===== src/rtl/swreg_pkg.sv =====
package swreg_pkg;
  localparam int HALF_W = 16;
  localparam int WORD_W = 2 * HALF_W;
  localparam int PHY_W  = 5;
  localparam int REG_W  = 5;

  typedef enum logic [1:0] {
    ST_IDLE   = 2'd0,
    ST_PAGE   = 2'd1,
    ST_FIRST  = 2'd2,
    ST_SECOND = 2'd3
  } seq_st_t;

  typedef struct packed {
    logic [PHY_W-1:0] phy;
    logic [REG_W-1:0] regn;
  } md_tgt_t;
endpackage


===== src/rtl/swreg_addr_map.sv =====
module swreg_addr_map
  import swreg_pkg::*;
#(
  parameter int ADDR_W = 20
) (
  input  logic              var_b,
  input  logic [ADDR_W-1:0] addr,
  output md_tgt_t           page_tgt,
  output logic [HALF_W-1:0] page_data,
  output md_tgt_t           lo_tgt,
  output md_tgt_t           hi_tgt
);
  logic [ADDR_W-1:0] widx;
  logic [ADDR_W-1:0] widx_p1;

  assign widx    = (addr & ~ADDR_W'(3)) >> 1;
  assign widx_p1 = widx + ADDR_W'(1);

  always_comb begin
    if (var_b) begin
      page_tgt.phy  = 5'h18;
      page_tgt.regn = 5'h00;
      page_data     = HALF_W'((addr >> 9) & ADDR_W'('h1ff));
      lo_tgt.phy    = PHY_W'(((widx >> 5) & ADDR_W'(7)) | ADDR_W'('h10));
      lo_tgt.regn   = REG_W'(widx & ADDR_W'('h1f));
      hi_tgt.phy    = PHY_W'(((widx_p1 >> 5) & ADDR_W'(7)) | ADDR_W'('h10));
      hi_tgt.regn   = REG_W'(widx_p1 & ADDR_W'('h1f));
    end else begin
      page_tgt.phy  = 5'h1f;
      page_tgt.regn = 5'h10;
      page_data     = HALF_W'(addr >> 9);
      lo_tgt.phy    = PHY_W'(((addr >> 6) & ADDR_W'(7)) | ADDR_W'('h10));
      lo_tgt.regn   = REG_W'((addr >> 1) & ADDR_W'('h1e));
      hi_tgt.phy    = lo_tgt.phy;
      hi_tgt.regn   = lo_tgt.regn | REG_W'(1);
    end
  end
endmodule


===== src/rtl/swreg_seq.sv =====
module swreg_seq
  import swreg_pkg::*;
(
  input  logic              clk,
  input  logic              rst_n,
  input  logic              start,
  input  logic              wr,
  input  logic              lo_first,
  input  md_tgt_t           page_tgt,
  input  logic [HALF_W-1:0] page_data,
  input  md_tgt_t           lo_tgt,
  input  md_tgt_t           hi_tgt,
  input  logic [WORD_W-1:0] wdata,
  output logic              ready,
  output logic              md_req,
  output logic              md_write,
  output logic [PHY_W-1:0]  md_phy,
  output logic [REG_W-1:0]  md_reg,
  output logic [HALF_W-1:0] md_wdata,
  input  logic              md_done,
  input  logic              md_err,
  input  logic [HALF_W-1:0] md_rdata,
  output logic              done,
  output logic              err,
  output logic [WORD_W-1:0] rdata
);
  seq_st_t           st_q, st_d;
  logic              done_q, done_d;
  logic              err_q, err_d;
  logic [WORD_W-1:0] rdata_q;
  logic              first_lo;
  logic              cur_lo;
  logic              busy;
  logic              cap_en;
  md_tgt_t           tgt;

  assign busy     = (st_q != ST_IDLE);
  assign first_lo = !wr || lo_first;
  assign cur_lo   = (st_q == ST_FIRST) ? first_lo : !first_lo;

  always_comb begin
    if (st_q == ST_PAGE) begin
      tgt      = page_tgt;
      md_wdata = page_data;
      md_write = 1'b1;
    end else begin
      tgt      = cur_lo ? lo_tgt : hi_tgt;
      md_wdata = cur_lo ? wdata[HALF_W-1:0] : wdata[WORD_W-1:HALF_W];
      md_write = wr;
    end
  end

  assign md_req = busy;
  assign md_phy = tgt.phy;
  assign md_reg = tgt.regn;

  always_comb begin
    st_d   = st_q;
    done_d = 1'b0;
    err_d  = 1'b0;
    case (st_q)
      ST_IDLE: if (start) st_d = ST_PAGE;
      default: begin
        if (md_done) begin
          if (md_err) begin
            st_d   = ST_IDLE;
            done_d = 1'b1;
            err_d  = 1'b1;
          end else begin
            case (st_q)
              ST_PAGE:  st_d = ST_FIRST;
              ST_FIRST: st_d = ST_SECOND;
              default: begin
                st_d   = ST_IDLE;
                done_d = 1'b1;
              end
            endcase
          end
        end
      end
    endcase
  end

  assign cap_en = busy && (st_q != ST_PAGE) && md_done && !md_err && !wr;

  always_ff @(posedge clk or negedge rst_n) begin
    if (!rst_n) begin
      st_q   <= ST_IDLE;
      done_q <= 1'b0;
      err_q  <= 1'b0;
    end else begin
      st_q   <= st_d;
      done_q <= done_d;
      err_q  <= err_d;
    end
  end

  always_ff @(posedge clk or negedge rst_n) begin
    if (!rst_n) begin
      rdata_q <= '0;
    end else if (cap_en) begin
      if (cur_lo) rdata_q[HALF_W-1:0]      <= md_rdata;
      else        rdata_q[WORD_W-1:HALF_W] <= md_rdata;
    end
  end

  assign ready = !busy;
  assign done  = done_q;
  assign err   = err_q;
  assign rdata = rdata_q;

  AST_IDLE_QUIET: assert property (@(posedge clk) disable iff (!rst_n)
    ready |-> !md_req);
  AST_REQ_HELD: assert property (@(posedge clk) disable iff (!rst_n)
    (md_req && !md_done) |=> (md_req && $stable(md_phy) && $stable(md_reg)
                              && $stable(md_write) && $stable(md_wdata)));
  AST_DONE_PULSE: assert property (@(posedge clk) disable iff (!rst_n)
    done |=> !done);
  AST_ERR_WITH_DONE: assert property (@(posedge clk) disable iff (!rst_n)
    err |-> done);
  AST_ABORT_STOPS: assert property (@(posedge clk) disable iff (!rst_n)
    (md_req && md_done && md_err) |=> (!md_req && done && err));
  AST_RDATA_HOLD: assert property (@(posedge clk) disable iff (!rst_n)
    (ready && !start) |=> $stable(rdata));
endmodule


===== src/rtl/swreg_mdio_bridge.sv =====
module swreg_mdio_bridge
  import swreg_pkg::*;
#(
  parameter int          ADDR_W         = 20,
  parameter logic [31:0] LOW_FIRST_ADDR = 32'h98
) (
  input  logic              clk,
  input  logic              rst_n,
  input  logic              req_valid,
  input  logic              req_write,
  input  logic [ADDR_W-1:0] req_addr,
  input  logic [31:0]       req_wdata,
  input  logic              variant_b,
  output logic              req_ready,
  output logic              done,
  output logic              err,
  output logic [31:0]       rdata,
  output logic              md_req,
  output logic              md_write,
  output logic [4:0]        md_phy,
  output logic [4:0]        md_reg,
  output logic [15:0]       md_wdata,
  input  logic              md_done,
  input  logic              md_err,
  input  logic [15:0]       md_rdata
);
  logic              accept;
  logic [ADDR_W-1:0] addr_q;
  logic              wr_q;
  logic              varb_q;
  logic              lof_q;
  logic [WORD_W-1:0] wdata_q;
  md_tgt_t           page_tgt, lo_tgt, hi_tgt;
  logic [HALF_W-1:0] page_data;

  assign accept = req_valid && req_ready;

  always_ff @(posedge clk or negedge rst_n) begin
    if (!rst_n) begin
      addr_q  <= '0;
      wr_q    <= 1'b0;
      varb_q  <= 1'b0;
      lof_q   <= 1'b0;
      wdata_q <= '0;
    end else if (accept) begin
      addr_q  <= req_addr;
      wr_q    <= req_write;
      varb_q  <= variant_b;
      lof_q   <= (32'(req_addr) == LOW_FIRST_ADDR);
      wdata_q <= req_wdata;
    end
  end

  swreg_addr_map #(.ADDR_W(ADDR_W)) map_i (
    .var_b     (varb_q),
    .addr      (addr_q),
    .page_tgt  (page_tgt),
    .page_data (page_data),
    .lo_tgt    (lo_tgt),
    .hi_tgt    (hi_tgt)
  );

  swreg_seq seq_i (
    .clk       (clk),
    .rst_n     (rst_n),
    .start     (accept),
    .wr        (wr_q),
    .lo_first  (lof_q),
    .page_tgt  (page_tgt),
    .page_data (page_data),
    .lo_tgt    (lo_tgt),
    .hi_tgt    (hi_tgt),
    .wdata     (wdata_q),
    .ready     (req_ready),
    .md_req    (md_req),
    .md_write  (md_write),
    .md_phy    (md_phy),
    .md_reg    (md_reg),
    .md_wdata  (md_wdata),
    .md_done   (md_done),
    .md_err    (md_err),
    .md_rdata  (md_rdata),
    .done      (done),
    .err       (err),
    .rdata     (rdata)
  );
endmodule


===== config.mk =====
export PLATFORM = sky130hd
export DESIGN_NAME = swreg_mdio_bridge
export DESIGN_NICKNAME = d
export VERILOG_FILES = /design/src/rtl/swreg_pkg.sv /design/src/rtl/swreg_addr_map.sv /design/src/rtl/swreg_seq.sv /design/src/rtl/swreg_mdio_bridge.sv
export SDC_FILE = /design/constraint.sdc
export NUM_CORES = 1
export LEC_CHECK = 0
export ABC_AREA = 1
export BUFFER_PORTS_ARGS = -buffer_cell sky130_fd_sc_hd__buf_2
export CAP_MARGIN = 20
export CORE_ASPECT_RATIO = 0.6
export CORE_UTILIZATION = 40
export DETAILED_ROUTE_END_ITERATION = 8
export PLACE_DENSITY_LB_ADDON = 0.1
export SLEW_MARGIN = 0
export SYNTH_ARGS = -nofsm -noshare
export SYNTH_HDL_FRONTEND = slang
export SYNTH_SLANG_ARGS = --single-unit

===== constraint.sdc =====
create_clock -name clk -period 1.6 [get_ports clk]
set_input_delay 0.24 -clock clk [delete_from_list [all_inputs] [get_ports clk]]
set_output_delay 0.24 -clock clk [all_outputs]
set_load 0.02 [all_outputs]

==> results.yml <==
min_path:
  whs_path_depth: 3
  holdPathEnd: "wdata_q[31]"
  hold_class: "in -> reg"
  hp-start: "req_wdata[31]"
clocking:
  clkLatencyLatePin_ns: 0.33
  htreeDepth: 3
  clk_pin_slew_ns: 0.06
  cts_root_buffer: "clkbuf_16"
  clockBufferDepth: 2
  clock_sinks: 89
  cts_buffers: 9
  cts_tree: "yes"
cells_and_area:
  final_layout_size_suffix_gt1_share_pct: 54.3
  area_growth_pct: 72.2
  antenna_cells: 0
  nFillCells: 665
  final_util_pct: 73.4
  layout.nets: 763
die:
  dieArea_um2: 10500
  rows: 27
  core_um2: 9460
  fp.dieH_um: 79.8
  die_x_um: 132
  ios: 138
  start_util_pct: 42.6
global_route:
  grt_pass1_wl_mm: 19.1
  grt_max_degree: 90
  grt_pass1_vias: 3759
  antenna_found_initial: 0
  grt-ovfl-total: 0
  grtUsageTotal_pct: 23.6
setup_path:
  r2r-start: "seq_i.st_q[1]"
  r2r_cells: 10
  cp.depth: 10
  path_cells: "inv_2 -> ha_4 -> inv_4 -> nand2_4 -> nand2_8 -> buf_16 -> nand2_2 -> nand3_2 -> nand2_2 -> buf_6"
  crit_arrival_ns: 1.70
  worst-path-buf-inv: 4
  critPathTopFamily: "buffers and inverters"
  crit_path_max_fanout: 6
  slowest_stage: "dfrtp_1"
  rrSetupSlack_ns: -0.25
  regToRegEndpoint: "seq_i.rdata[11]"
  worstSetupPathType: "reg -> out"
  critPathMaxStageDelay_ns: 0.39
  worst_setup_path_end_kind: "output pin"
  startpoint_type: "flop"
  cp_common_cell: "nand2_2"
  required_ns: 1.36
drt:
  drtIter0Drc: 265
  ant_nets: 0
  dr_total_vias: 4146
  wl_per_cell_um: 17.1
  avgViaCountPerCell: 5.06
  drt-total-wl_mm: 14.0
  route.detailed.drc: 0
  drt_first_pass_iters: 5
yosys:
  ys_warn_count: 0
  syn-num-nets: 582
  avgSynthCellArea_um2: 8.00
  syn_area_um2: 4030
  synth_seq_cells: 89
  synthCells: 504
  synth_cell_types: 20
  ys_seq_area_share_pct: 55.3
timing:
  timing.final.ws_setup_ns: -0.337
  slew_violations: 0
  timing.hold.ws_ns: 0.105
  hold_viol: 0
  setup_tns_ns: -15.71
  period_share_pct: 121
  setup_viol: 107
  grt_setup_unrepaired: "yes"
  fmax_ghz: 0.516
  min_period_ns: 1.94
  finClkSkew_ns: 0.00307
pwr:
  p_leak_nw: 3.65
  cellPowerDensity_nw_per_um2: 2420
  ir_drop_uv: 1380
place:
  portBuffers: 136
  hpwl_mm: 7.88
  place.gp.congestion: 0.838
  pre_cts_slack_ns: -0.0752
status:
  run_status: "finished with violations"
  violations: "negative setup slack"
job:
  drv_cap: 0
[cells in the mapped netlist]
master    instances  share of area [%]
nor2_1           27                2.5
inv_2             2               0.19
buf_2            10                1.2
conb_1            1              0.093
inv_1            41                3.8
nand2_2           1               0.16
nand2_4           2               0.56
nand3_1          58                7.2
nand2_1         215                 20
buf_6             2               0.56
o211ai_1          1               0.19
dfrtp_1          89                 55
ha_1              3               0.93
buf_4             5               0.93
o21bai_1          5               0.93
or2_4             1               0.22
nor2_8            1               0.50
a21oi_1           1               0.12
clkbuf_1          9               0.84
o21ai_0          30                3.7
[state kept, by name, summed over array words and instances (netlist names)]
name         flops
addr_q          18
seq_i.err        1
seq_i.st_q       2
wdata_q         32
seq_i.done       1
wr_q             1
varb_q           1
lof_q            1
seq_i.rdata     32
[placed cells by master, fill, tap and decap left out, types with 3 or more instances in the layout]
| cell | instances |
|---|---|
| nand2_4 | 29 |
| clkbuf_16 | 17 |
| nand2_8 | 5 |
| buf_6 | 39 |
| buf_12 | 11 |
| o21bai_4 | 5 |
| o21ai_1 | 10 |
| dfrtp_1 | 89 |
| o21ai_0 | 6 |
| nor2_1 | 16 |
| nand2_1 | 131 |
| ha_4 | 3 |
| nand2_2 | 55 |
| nand3_1 | 25 |
| nand3_2 | 29 |
| bufinv_16 | 3 |
| nor2_4 | 3 |
| buf_4 | 20 |
| inv_6 | 3 |
| buf_2 | 107 |
| inv_1 | 34 |
| buf_8 | 4 |
| nand3_4 | 4 |
| inv_4 | 3 |
| nor2_2 | 8 |
| o21ai_2 | 14 |
[per-stage QoR]
step                      area, um^2  power [mW]  std cells
after floorplan                 4080        7.80        504
final                           6940        16.8        820
after global routing            6940        17.7        820
after detailed placement        5050        10.2        771
after global placement          5050        10.1        771
after CTS                       5930        14.4        800
[where the power goes]
part	switching, mW	internal [mW]	leakage, nW
Combinational	5.89	4.61	2.37
Sequential	0.587	3.28	1.11
Clock	0.859	1.57	0.166
[worst max-delay path by stage]
stage	slack, ns	from	end
2_1_floorplan	-0.02	seq_i.st_q[0]	md_wdata[11]
3_3_place_gp	-0.03	seq_i.st_q[0]	seq_i.rdata[0]
3_5_place_dp	-0.08	seq_i.st_q[0]	md_wdata[11]
4_1_cts	-0.35	seq_i.st_q[0]	md_wdata[13]
5_1_grt	-0.39	lof_q	md_wdata[1]
6_report	-0.34	seq_i.st_q[0]	md_wdata[1]
[layout make-up]
type                    count  area, um^2  share of cell area, %
multi-input cells         348        2310                   33.3
flip-flops and latches     89        2230                   32.1
repair buffers            192        1670                   24.1
clock buffers              11         243                   3.50
inverters                  43         196                   2.83
well taps                 130         163                   2.34
clock inverters             5         103                   1.48
repair inverters            2        27.5                  0.397
[cell families (layout without fill, tap and decap cells)]
group           count (synthesis)  after routing  synth area share (%)
flops                          89             89                  55.3
other cells                     1              1                0.0930
buf+inv                        69            253                  7.58
fa+ha+maj                       3              3                 0.931
compound gates                 37             37                  4.97
simple gates                  305            307                  31.2
[per-layer routing]
layer  wire length, um  share of wire (%)  GRT usage, %  vias to the layer above
met5                 0                  0             0                        -
met4               163                1.2          6.51                        0
met3               954                6.8          4.95                       17
met2              6370                 45          34.9                      173
met1              6540                 47          34.9                     2025
li1                  -                  -             -                     1931
[worst min-delay path, cell delays in order]
cell	delay, ns
buf_2	0.08
nand2_2	0.04
nand2_1	0.05
[repair_timing]
item | CTS | global route
hold endpoints to repair | 89 | 0
gates resized for setup | 96 | 211
cloned | 3 | 16
pin swaps | 18 | 39
setup endpoints to repair | 82 | 101
buffers inserted | 10 | 4
hold buffers | 1 | 0
(Power assumes the default switching activity.)
